`src/rtl/clause_seq_pkg.sv`:
```
`timescale 1ns/1ps
package clause_seq_pkg;
   typedef enum logic [2:0] {
      ST_IDLE,
      ST_WAIT,
      ST_ISSUE,
      ST_COMMIT,
      ST_MEMREQ
   } seq_state_e;
endpackage

```
`src/rtl/clause_hdr_check.sv`:
```
`timescale 1ns/1ps
// Decodes a clause header: legality, terminating memory op, fixed count.
module clause_hdr_check #(
   parameter int MAX_LEN = 8,
   parameter int LEN_W   = $clog2(MAX_LEN + 1)
) (
   input  logic [LEN_W-1:0]   len_i,
   input  logic [MAX_LEN-1:0] varlat_i,
   output logic               bad_o,
   output logic               has_mem_o,
   output logic [LEN_W-1:0]   nfix_o
);
   always_comb begin
      bad_o     = (len_i == '0) || (int'(len_i) > MAX_LEN);
      has_mem_o = 1'b0;
      for (int i = 0; i < MAX_LEN; i++) begin
         if (((i + 1) < int'(len_i)) && varlat_i[i]) begin
            bad_o = 1'b1;
         end
         if ((i + 1) == int'(len_i)) begin
            has_mem_o = varlat_i[i];
         end
      end
      nfix_o = len_i - LEN_W'(has_mem_o);
   end
endmodule

```
`src/rtl/clause_slot_tracker.sv`:
```
`timescale 1ns/1ps
// Busy bits for in-flight variable-latency operations.
module clause_slot_tracker #(
   parameter int NSLOT              = 4,
   parameter int SLOT_W             = $clog2(NSLOT),
   parameter bit SAME_CYCLE_RELEASE = 1'b1
) (
   input  logic              clk,
   input  logic              rst_n,
   input  logic              set_i,
   input  logic [SLOT_W-1:0] set_slot_i,
   input  logic              clr_i,
   input  logic [SLOT_W-1:0] clr_slot_i,
   input  logic [NSLOT-1:0]  wait_mask_i,
   output logic [NSLOT-1:0]  busy_o,
   output logic              blocked_o
);
   logic [NSLOT-1:0] busy_q;
   logic [NSLOT-1:0] set_hot;
   logic [NSLOT-1:0] clr_hot;
   logic [NSLOT-1:0] eff_busy;

   for (genvar k = 0; k < NSLOT; k++) begin : g_slot
      assign set_hot[k] = set_i && (set_slot_i == SLOT_W'(k));
      assign clr_hot[k] = clr_i && (clr_slot_i == SLOT_W'(k));

      always_ff @(posedge clk or negedge rst_n) begin
         if (!rst_n) begin
            busy_q[k] <= 1'b0;
         end else if (set_hot[k]) begin
            busy_q[k] <= 1'b1;
         end else if (clr_hot[k]) begin
            busy_q[k] <= 1'b0;
         end
      end
   end

   if (SAME_CYCLE_RELEASE) begin : g_fast_rel
      assign eff_busy = busy_q & ~clr_hot;
   end else begin : g_slow_rel
      assign eff_busy = busy_q;
   end

   assign busy_o    = busy_q;
   assign blocked_o = |(wait_mask_i & eff_busy);
endmodule

```
`src/rtl/clause_seq.sv`:
```
`timescale 1ns/1ps
module clause_seq
   import clause_seq_pkg::*;
#(
   parameter int NSLOT              = 4,
   parameter int MAX_LEN            = 8,
   parameter int INSTR_W            = 32,
   parameter bit SAME_CYCLE_RELEASE = 1'b1,
   localparam int SLOT_W = $clog2(NSLOT),
   localparam int LEN_W  = $clog2(MAX_LEN + 1),
   localparam int IDX_W  = $clog2(MAX_LEN)
) (
   input  logic                       clk,
   input  logic                       rst_n,
   input  logic                       cl_valid_i,
   output logic                       cl_ready_o,
   input  logic [NSLOT-1:0]           cl_wait_i,
   input  logic [LEN_W-1:0]           cl_len_i,
   input  logic [MAX_LEN-1:0]         cl_varlat_i,
   input  logic [SLOT_W-1:0]          cl_mem_slot_i,
   input  logic [MAX_LEN*INSTR_W-1:0] cl_instr_i,
   output logic                       iss_valid_o,
   output logic [INSTR_W-1:0]         iss_instr_o,
   output logic                       commit_o,
   output logic                       mem_req_valid_o,
   input  logic                       mem_req_ready_i,
   output logic [INSTR_W-1:0]         mem_req_instr_o,
   output logic [SLOT_W-1:0]          mem_req_slot_o,
   input  logic                       cmp_valid_i,
   input  logic [SLOT_W-1:0]          cmp_slot_i,
   output logic                       cl_err_o
);
   if (NSLOT < 2 || (1 << SLOT_W) != NSLOT) begin : g_bad_nslot
      $error("NSLOT must be a power of two of at least 2");
   end
   if (MAX_LEN < 2 || (1 << IDX_W) != MAX_LEN) begin : g_bad_len
      $error("MAX_LEN must be a power of two of at least 2");
   end
   if (INSTR_W < 1) begin : g_bad_w
      $error("INSTR_W must be positive");
   end

   seq_state_e         state_q, state_d;
   logic [IDX_W-1:0]   idx_q, idx_d;
   logic [LEN_W-1:0]   nfix_q;
   logic               has_mem_q;
   logic [SLOT_W-1:0]  mslot_q;
   logic [NSLOT-1:0]   wait_q;
   logic               err_q;
   logic [INSTR_W-1:0] instr_q [MAX_LEN];

   logic               hdr_bad;
   logic               hdr_has_mem;
   logic [LEN_W-1:0]   hdr_nfix;
   logic [NSLOT-1:0]   slot_busy;
   logic               blocked;
   logic               accept;
   logic               last_fix;
   logic               set_busy;
   logic               iss_v, com, memv;
   logic [IDX_W-1:0]   mem_idx;

   clause_hdr_check #(
      .MAX_LEN (MAX_LEN),
      .LEN_W   (LEN_W)
   ) u_hdr (
      .len_i     (cl_len_i),
      .varlat_i  (cl_varlat_i),
      .bad_o     (hdr_bad),
      .has_mem_o (hdr_has_mem),
      .nfix_o    (hdr_nfix)
   );

   clause_slot_tracker #(
      .NSLOT              (NSLOT),
      .SLOT_W             (SLOT_W),
      .SAME_CYCLE_RELEASE (SAME_CYCLE_RELEASE)
   ) u_trk (
      .clk         (clk),
      .rst_n       (rst_n),
      .set_i       (set_busy),
      .set_slot_i  (mslot_q),
      .clr_i       (cmp_valid_i),
      .clr_slot_i  (cmp_slot_i),
      .wait_mask_i (wait_q),
      .busy_o      (slot_busy),
      .blocked_o   (blocked)
   );

   assign accept   = (state_q == ST_IDLE) && cl_valid_i;
   assign last_fix = (LEN_W'(idx_q) == (nfix_q - LEN_W'(1)));
   assign mem_idx  = IDX_W'(nfix_q);

   always_comb begin
      state_d  = state_q;
      idx_d    = idx_q;
      iss_v    = 1'b0;
      com      = 1'b0;
      memv     = 1'b0;
      set_busy = 1'b0;
      unique case (state_q)
         ST_IDLE: begin
            if (accept && !hdr_bad) begin
               state_d = ST_WAIT;
               idx_d   = '0;
            end
         end
         ST_WAIT: begin
            if (!blocked) begin
               if (nfix_q == '0) begin
                  state_d = ST_COMMIT;
               end else begin
                  iss_v   = 1'b1;
                  idx_d   = idx_q + IDX_W'(1);
                  state_d = (nfix_q == LEN_W'(1)) ? ST_COMMIT : ST_ISSUE;
               end
            end
         end
         ST_ISSUE: begin
            iss_v = 1'b1;
            idx_d = idx_q + IDX_W'(1);
            if (last_fix) begin
               state_d = ST_COMMIT;
            end
         end
         ST_COMMIT: begin
            com     = 1'b1;
            state_d = has_mem_q ? ST_MEMREQ : ST_IDLE;
         end
         ST_MEMREQ: begin
            memv = !slot_busy[mslot_q];
            if (memv && mem_req_ready_i) begin
               set_busy = 1'b1;
               state_d  = ST_IDLE;
            end
         end
         default: state_d = ST_IDLE;
      endcase
   end

   always_ff @(posedge clk or negedge rst_n) begin
      if (!rst_n) begin
         state_q   <= ST_IDLE;
         idx_q     <= '0;
         nfix_q    <= '0;
         has_mem_q <= 1'b0;
         mslot_q   <= '0;
         wait_q    <= '0;
         err_q     <= 1'b0;
      end else begin
         state_q <= state_d;
         idx_q   <= idx_d;
         err_q   <= accept && hdr_bad;
         if (accept && !hdr_bad) begin
            nfix_q    <= hdr_nfix;
            has_mem_q <= hdr_has_mem;
            mslot_q   <= cl_mem_slot_i;
            wait_q    <= cl_wait_i;
         end
      end
   end

   always_ff @(posedge clk) begin
      if (accept && !hdr_bad) begin
         for (int i = 0; i < MAX_LEN; i++) begin
            instr_q[i] <= cl_instr_i[i*INSTR_W +: INSTR_W];
         end
      end
   end

   assign cl_ready_o      = (state_q == ST_IDLE);
   assign iss_valid_o     = iss_v;
   assign iss_instr_o     = instr_q[idx_q];
   assign commit_o        = com;
   assign mem_req_valid_o = memv;
   assign mem_req_instr_o = instr_q[mem_idx];
   assign mem_req_slot_o  = mslot_q;
   assign cl_err_o        = err_q;
endmodule

```
`config.mk`:
```
export PLATFORM = sky130hd
export DESIGN_NAME = clause_seq
export DESIGN_NICKNAME = d
export VERILOG_FILES = /design/src/rtl/clause_seq_pkg.sv /design/src/rtl/clause_hdr_check.sv /design/src/rtl/clause_slot_tracker.sv /design/src/rtl/clause_seq.sv
export SDC_FILE = /design/constraint.sdc
export NUM_CORES = 1
export LEC_CHECK = 0
export ABC_AREA = 1
export BUFFER_PORTS_ARGS = -buffer_cell sky130_fd_sc_hd__buf_2
export CAP_MARGIN = 20
export CORE_MARGIN = 10
export CORE_UTILIZATION = 28
export DETAILED_ROUTE_END_ITERATION = 6
export GPL_ROUTABILITY_DRIVEN = 0
export SKIP_LAST_GASP = 1
export SYNTH_ARGS = -nofsm -noshare
export SYNTH_HDL_FRONTEND = slang
export SYNTH_SLANG_ARGS = --single-unit
```
`constraint.sdc`:
```
create_clock -name clk -period 6.3 [get_ports clk]
set_input_delay 1.26 -clock clk [delete_from_list [all_inputs] [get_ports clk]]
set_output_delay 1.26 -clock clk [all_outputs]
set_load 0.005 [all_outputs]
```
==> results_dict.tcl, run 1 <==
set metrics [dict create \
    cts.repair.resized 0 \
    crit_path_frequent_cell "o21ai_0" \
    slew_violations 0 \
    ff_latch_area_um2 8250 \
    leakagePower_nw 6.54 \
    yosysUniqueCellTypes 38 \
    tightest_slew_ns 1.05 \
    die_area_um2 57300 \
    dr.pass1.iters 7 \
    crit_start "nfix_q[0]" \
    vias 11500 \
    setup.worst_path.class "flop to primary output" \
    cts_root_buffer "clkbuf_16" \
    grt_pass1_vias 11500 \
    io_buffers 351 \
    min_period_ns 4.49 \
    yosysWarnings 0 \
    area_growth_pct 25.0 \
    multiInputGateArea_um2 4330 \
    setup_viol 0 \
    violations "DRC" \
    ant_nets 0 \
    power.density_nw_per_um2 403 \
    cts_hold_buf 0 \
    fmax_ghz 0.223 \
    syn_nets 1640 \
    cts.sinks 278 \
    holdCritStartpoint "has_mem_q" \
    synthCells 1353 \
    setup_ws_ns 1.81 \
    postCtsSetupRepairBufs 0 \
    critPathArrivalTime_ns 3.23 \
    fillers 4780 \
    synth-seq-cells 278 \
    grt_usage_pct 14.7 \
    ys_seq_area_share_pct 61.2 \
    drc 1 \
    whs_ns 0.480 \
    postLayoutCoreUtil_pct 35.3 \
    dr.first_iter.drc_count 880 \
    r2r_start "state_q[2]" \
    synth.most_common_cell "edfxtp_1" \
    crit_slowest_cell "dfrtp_4" \
    start_kind "flop" \
    async_flop_share_pct 7.91 \
    holdPathStages 2 \
    crit_required_ns 5.04 \
    htree_levels 2 \
    finalHoldViolCount 0 \
    cts_tree "built" \
    slew_headroom_pct 30.2 \
    yosys-top-cells-area "edfxtp_1 (57%), o21ai_0 (8.7%), a21oi_1 (4.9%)" \
    synth_commonest_cells "edfxtp_1 (256), o21ai_0 (233), nand2_1 (163)" \
    initial_core_util_pct 28.3 \
    wirelength_um 43900 \
    synth-edff-count 256 \
    synth_top_area_cell "edfxtp_1" \
    clkTransAtPathRegs_ns 0.06 \
    die-width_um 239 \
    yosysTopAreaCellShare_pct 57.1 \
    clock_latency_ns 0.54 \
    layout_worst_path_cycle_share_pct 71.2 \
    fin_skew_ns 0.00998 \
    path_delay_family "flip-flops" \
    grt_pass1_wl_um 66300 \
    grt_overflow_total 0 \
    wl_per_cell_um 19.1 \
    pre_cts_slack_ns 2.38 \
    ys.flop_type "edfxtp_1" \
    rows 80 \
    r2r_setup_slack_ns 3.28 \
    cts_made_buffers 36 \
    worst_setup_path_end_kind "primary output" \
    synthesis.area_um2 13500 \
    worst_hold_path.endpoint "has_mem_q" \
    slowest_delay_ns 0.96 \
    fin_total_pwr_mw 6.78 \
    vias_per_cell 4.99 \
    grt_setup_unrepaired "false" \
    synth_area_per_cell_um2 9.95 \
    cp_num_buf_inv 2 \
    finalSetupTns_ns 0 \
    num_io_pins 352 \
    clock_path_buffers 3 \
    max_cap_viol_count 0 \
    cp_cell_sequence "buf_4 -> o21ai_0 -> o21ai_0 -> a21oi_1 -> a31oi_1 -> buf_2" \
    chipHeight_um 239 \
    peakVddDrop_mv 0.217 \
    core_area_um2 47600 \
    r2r-end "instr_q[4][23]" \
    antenna_found_initial 4 \
    drive_above_1_share_pct 26.5 \
    cp_max_fo 83 \
    post-dp-hpwl_um 30000 \
    status "complete, but fails checks" \
    hold_class "flop to flop" \
    grt_max_degree 163 \
    reg2reg_depth 8 \
    nNetsFinal 1941 \
]
==> cells in the final DEF (no fill, tap or decap), types with 9 or more instances in the layout <==
| cell type | instances |
|---|---|
| dfrtp_1 | 17 |
| buf_4 | 13 |
| nor2_1 | 105 |
| a21oi_1 | 133 |
| edfxtp_1 | 256 |
| nand3_1 | 21 |
| a31oi_1 | 65 |
| o21ai_1 | 29 |
| buf_2 | 351 |
| inv_1 | 111 |
| o21ai_0 | 233 |
| clkinv_2 | 9 |
| clkbuf_16 | 39 |
| o211ai_1 | 67 |
| nand2_1 | 163 |
==> worst register-to-register path: stages, from the launching register on <==
cell and delay, ns:
dfrtp_1 0.41, nor2_1 0.15, inv_2 0.08, nor2_2 0.17
nand2_1 0.10, inv_1 0.10, nand3_4 0.21, clkinv_8 0.56
buf_4 0.85
==> cell type report <==
type / instances / area share [%]
diodes: 3 / 0.0446
clock buffers: 45 / 5.93
clock inverters: 19 / 0.922
inverters: 120 / 2.77
multi-input cells: 854 / 25.7
flip-flops and latches: 278 / 49.0
well taps: 615 / 4.57
repair buffers: 364 / 11.0
==> layer usage <==
| layer | vias up | GRT usage (%) | wire length, um |
|---|---|---|---|
| met3 | 69 | 3.32 | 2980 |
| li1 | 5476 | - | - |
| met2 | 465 | 24.7 | 21500 |
| met5 | - | 0 | 20 |
| met4 | 2 | 5.67 | 1060 |
| met1 | 5464 | 18.1 | 18300 |
==> through the flow <==
| stage | instances | area (um2) |
|---|---|---|
| 6_report | 2298 | 16800 |
| 5_1_grt | 2298 | 16800 |
| 4_1_cts | 2295 | 16800 |
| 3_5_place_dp | 2231 | 15700 |
| 3_3_place_gp | 2231 | 15700 |
| 2_1_floorplan | 1353 | 13500 |
==> report_power, final <==
part / internal (mW) / switching (mW)
Clock: 1.21 / 0.807
Combinational: 0.876 / 1.55
Sequential: 2.11 / 0.229
Total: 4.19 / 2.59
==> logic make-up after synthesis <==
kind of cell | Yosys count | share of synthesized area (%)
compound gates | 537 | 22.0
flops | 278 | 61.2
buf+inv | 221 | 6.69
simple gates | 306 | 9.20
xor+xnor | 5 | 0.325
fa+ha+maj | 6 | 0.558
==> registers in the layout, indices dropped and copies added, names as in the netlist <==
signal          cells
cl_err_o            1
has_mem_q           1
idx_q               3
instr_q           256
mem_req_slot_o      2
nfix_q              4
state_q             3
u_trk.busy_o        4
wait_q              4
==> worst max path at each step <==
stage / to / cells after the start
6_report: mem_req_instr_o[17] / 6
5_1_grt: mem_req_instr_o[17] / 6
4_1_cts: iss_valid_o / 6
3_5_place_dp: iss_valid_o / 6
3_3_place_gp: mem_req_instr_o[17] / 6
2_1_floorplan: instr_q[0][0] / 7
(Power assumes the default switching activity.)
==> run 2, diff against run 1 <==
- ABC_AREA: 1 -> 0
- clock period: 6.3 -> 4 ns (I/O delays scaled with it)
==> results_dict.tcl, run 2 <==
set metrics [dict create \
    pre_cts_slack_ns 0.713 \
    r2r_start "nfix_q[1]" \
    slew_headroom_pct 35.4 \
    grt_pass1_wl_um 57700 \
    max_cap_viol_count 0 \
    cts.sinks 278 \
    post-dp-hpwl_um 28200 \
    nNetsFinal 1347 \
    min_period_ns 3.66 \
    slowest_delay_ns 0.82 \
    vias 8081 \
    cts_tree "built" \
    async_flop_share_pct 7.91 \
    finalSetupTns_ns 0 \
    start_kind "flop" \
    crit_slowest_cell "dfrtp_4" \
    cp_num_buf_inv 2 \
    grt_pass1_vias 9149 \
    critPathArrivalTime_ns 2.86 \
    fin_skew_ns 0.0274 \
    cts_made_buffers 31 \
    ys.flop_type "edfxtp_1" \
    synth_top_area_cell "edfxtp_1" \
    crit_start "nfix_q[1]" \
    path_delay_family "flip-flops" \
    grt_overflow_total 0 \
    cp_max_fo 38 \
    synth-seq-cells 278 \
    die-width_um 235 \
    fin_cells 1686 \
    multiInputGateArea_um2 4440 \
    setup_viol 0 \
    dr.pass1.iters 5 \
    htree_levels 1 \
    dpl_cell_area_um2 15400 \
    tightest_slew_ns 0.968 \
    cts.repair.resized 0 \
    synthesis.area_um2 12900 \
    cp_cell_sequence "inv_1 -> ha_1 -> nor3b_1 -> o41ai_1 -> buf_2" \
    clock_path_buffers 3 \
    drive_above_1_share_pct 55.4 \
    synth-edff-count 256 \
    status "complete, no violations" \
    setup_ws_ns 0.336 \
    yosysTopAreaCellShare_pct 59.6 \
    synth_area_per_cell_um2 18.3 \
    synthCells 703 \
    die_area_um2 55000 \
    top_register "instr_q" \
    final_common_cell "buf_2" \
    fin_total_pwr_mw 10.2 \
    ant_nets 0 \
    yosysUniqueCellTypes 50 \
    syn_nets 990 \
    slew_violations 0 \
    power.density_nw_per_um2 622 \
    chipHeight_um 235 \
    area_growth_pct 27.6 \
    fmax_ghz 0.273 \
    ff_latch_area_um2 8260 \
    placed_cells 1627 \
    clock_latency_ns 0.60 \
    worst_setup_path_end_kind "primary output" \
    layout_worst_path_cycle_share_pct 91.6 \
    ys_seq_area_share_pct 63.9 \
    fillers 4372 \
    rows 78 \
    wl_per_cell_um 22.9 \
    dr.first_iter.drc_count 576 \
    yosysWarnings 0 \
    vias_per_cell 4.79 \
    clkTransAtPathRegs_ns 0.06 \
    stdcell_area_um2 16500 \
    largest_reg_flops 256 \
    synth_commonest_cells "edfxtp_1 (256), mux4_2 (129), nand2_1 (110)" \
    crit_required_ns 3.20 \
    grt_max_degree 65 \
    leakagePower_nw 6.12 \
    cts_hold_buf 0 \
    setup.worst_path.class "flop to primary output" \
    peakVddDrop_mv 0.402 \
    final_cell_mix "buf_2 (351), edfxtp_1 (256), mux4_2 (129)" \
    hold_class "primary input to asynchronous set/reset pin" \
    num_io_pins 352 \
    core_area_um2 45500 \
    finalHoldViolCount 0 \
    yosys-top-cells-area "edfxtp_1 (60%), mux4_2 (23%), dfrtp_1 (4.3%)" \
    drc 0 \
    antenna_found_initial 6 \
    postCtsSetupRepairBufs 0 \
    synth.most_common_cell "edfxtp_1" \
    grt_setup_unrepaired "false" \
    wirelength_um 38700 \
    cts_root_buffer "clkbuf_16" \
    grt_usage_pct 13.6 \
    io_buffers 351 \
    initial_core_util_pct 28.4 \
]
==> run 2: changes by cell type after synthesis, sizes merged, moves of 17 or more <==
cell / previous run / this run
nor2: 106 / 15
o211ai: 67 / 1
clkbuf: 59 / 24
mux2: 0 / 38
inv: 116 / 7
a31oi: 65 / 3
nand2: 165 / 111
buf: 42 / 20
o21ai: 267 / 13
a21oi: 134 / 7
nand3: 23 / 6
mux4: 0 / 130
==> run 2: per-layer routing <==
| layer | global-route usage, % | up-vias | share of wire, % |
|---|---|---|---|
| li1 | - | 3592 | - |
| met2 | 24.0 | 287 | 52 |
| met3 | 3.58 | 50 | 6.5 |
| met4 | 2.88 | 6 | 1.8 |
| met5 | 0 | - | 0.088 |
| met1 | 16.3 | 4146 | 40 |
==> run 2: cell type report <==
class                   count  share of cell area (%)
flip-flops and latches    278                    50.2
clock buffers              38                    5.07
well taps                 600                    4.56
multi-input cells         373                    27.0
diodes                      1                  0.0152
repair buffers            368                    12.0
inverters                   8                   0.183
clock inverters            20                    1.02
==> run 2: worst reg2reg max path, cell delays in order (launching register included) <==
cell,delay [ns]
dfrtp_4,0.82
inv_1,0.22
ha_1,0.24
nor3b_1,0.15
o41ai_1,0.61
o21ai_0,0.17
o21ai_0,0.11
==> run 2: logic make-up (layout without fill, tap and decap cells) <==
| group | count (synthesis) | count (layout) | synth area share [%] |
|---|---|---|---|
| buffers and inverters | 52 | 434 | 1.70 |
| other | 0 | 1 | 0 |
| and+or+nand+nor | 157 | 157 | 5.30 |
| DFF | 278 | 278 | 63.9 |
| adders and majority gates | 7 | 7 | 0.660 |
| muxes | 170 | 170 | 26.2 |
| xor gates and xnor gates | 5 | 5 | 0.340 |
| AOI/OAI and AO/OA | 34 | 34 | 1.93 |
==> run 2: final timing paths <==
check                                  to  slack, ns  cells after the start
max                           iss_valid_o       0.34                      5
min                             wait_q[1]       0.19                      1
max reg2reg                      idx_q[2]       1.59                      6
min reg2reg                     wait_q[3]       0.51                      1
max in group asynchronous       nfix_q[0]       3.43                      1
min in group clk           instr_q[7][11]       0.38                      1
==> run 2: per-stage QoR <==
stage	util, %	hold WS (ns)
2_1_floorplan	-	0.457
3_3_place_gp	34.0	0.504
3_5_place_dp	34.0	0.508
4_1_cts	36.2	0.166
5_1_grt	36.2	0.196
6_report	36.2	0.187
==> run 2: power breakdown <==
part | leakage, nW | internal (mW) | switching (mW)
logic | 3.05 | 2.00 | 1.66
clock network | 0.493 | 1.61 | 1.17
registers | 2.58 | 3.33 | 0.446
total | 6.12 | 6.95 | 3.28
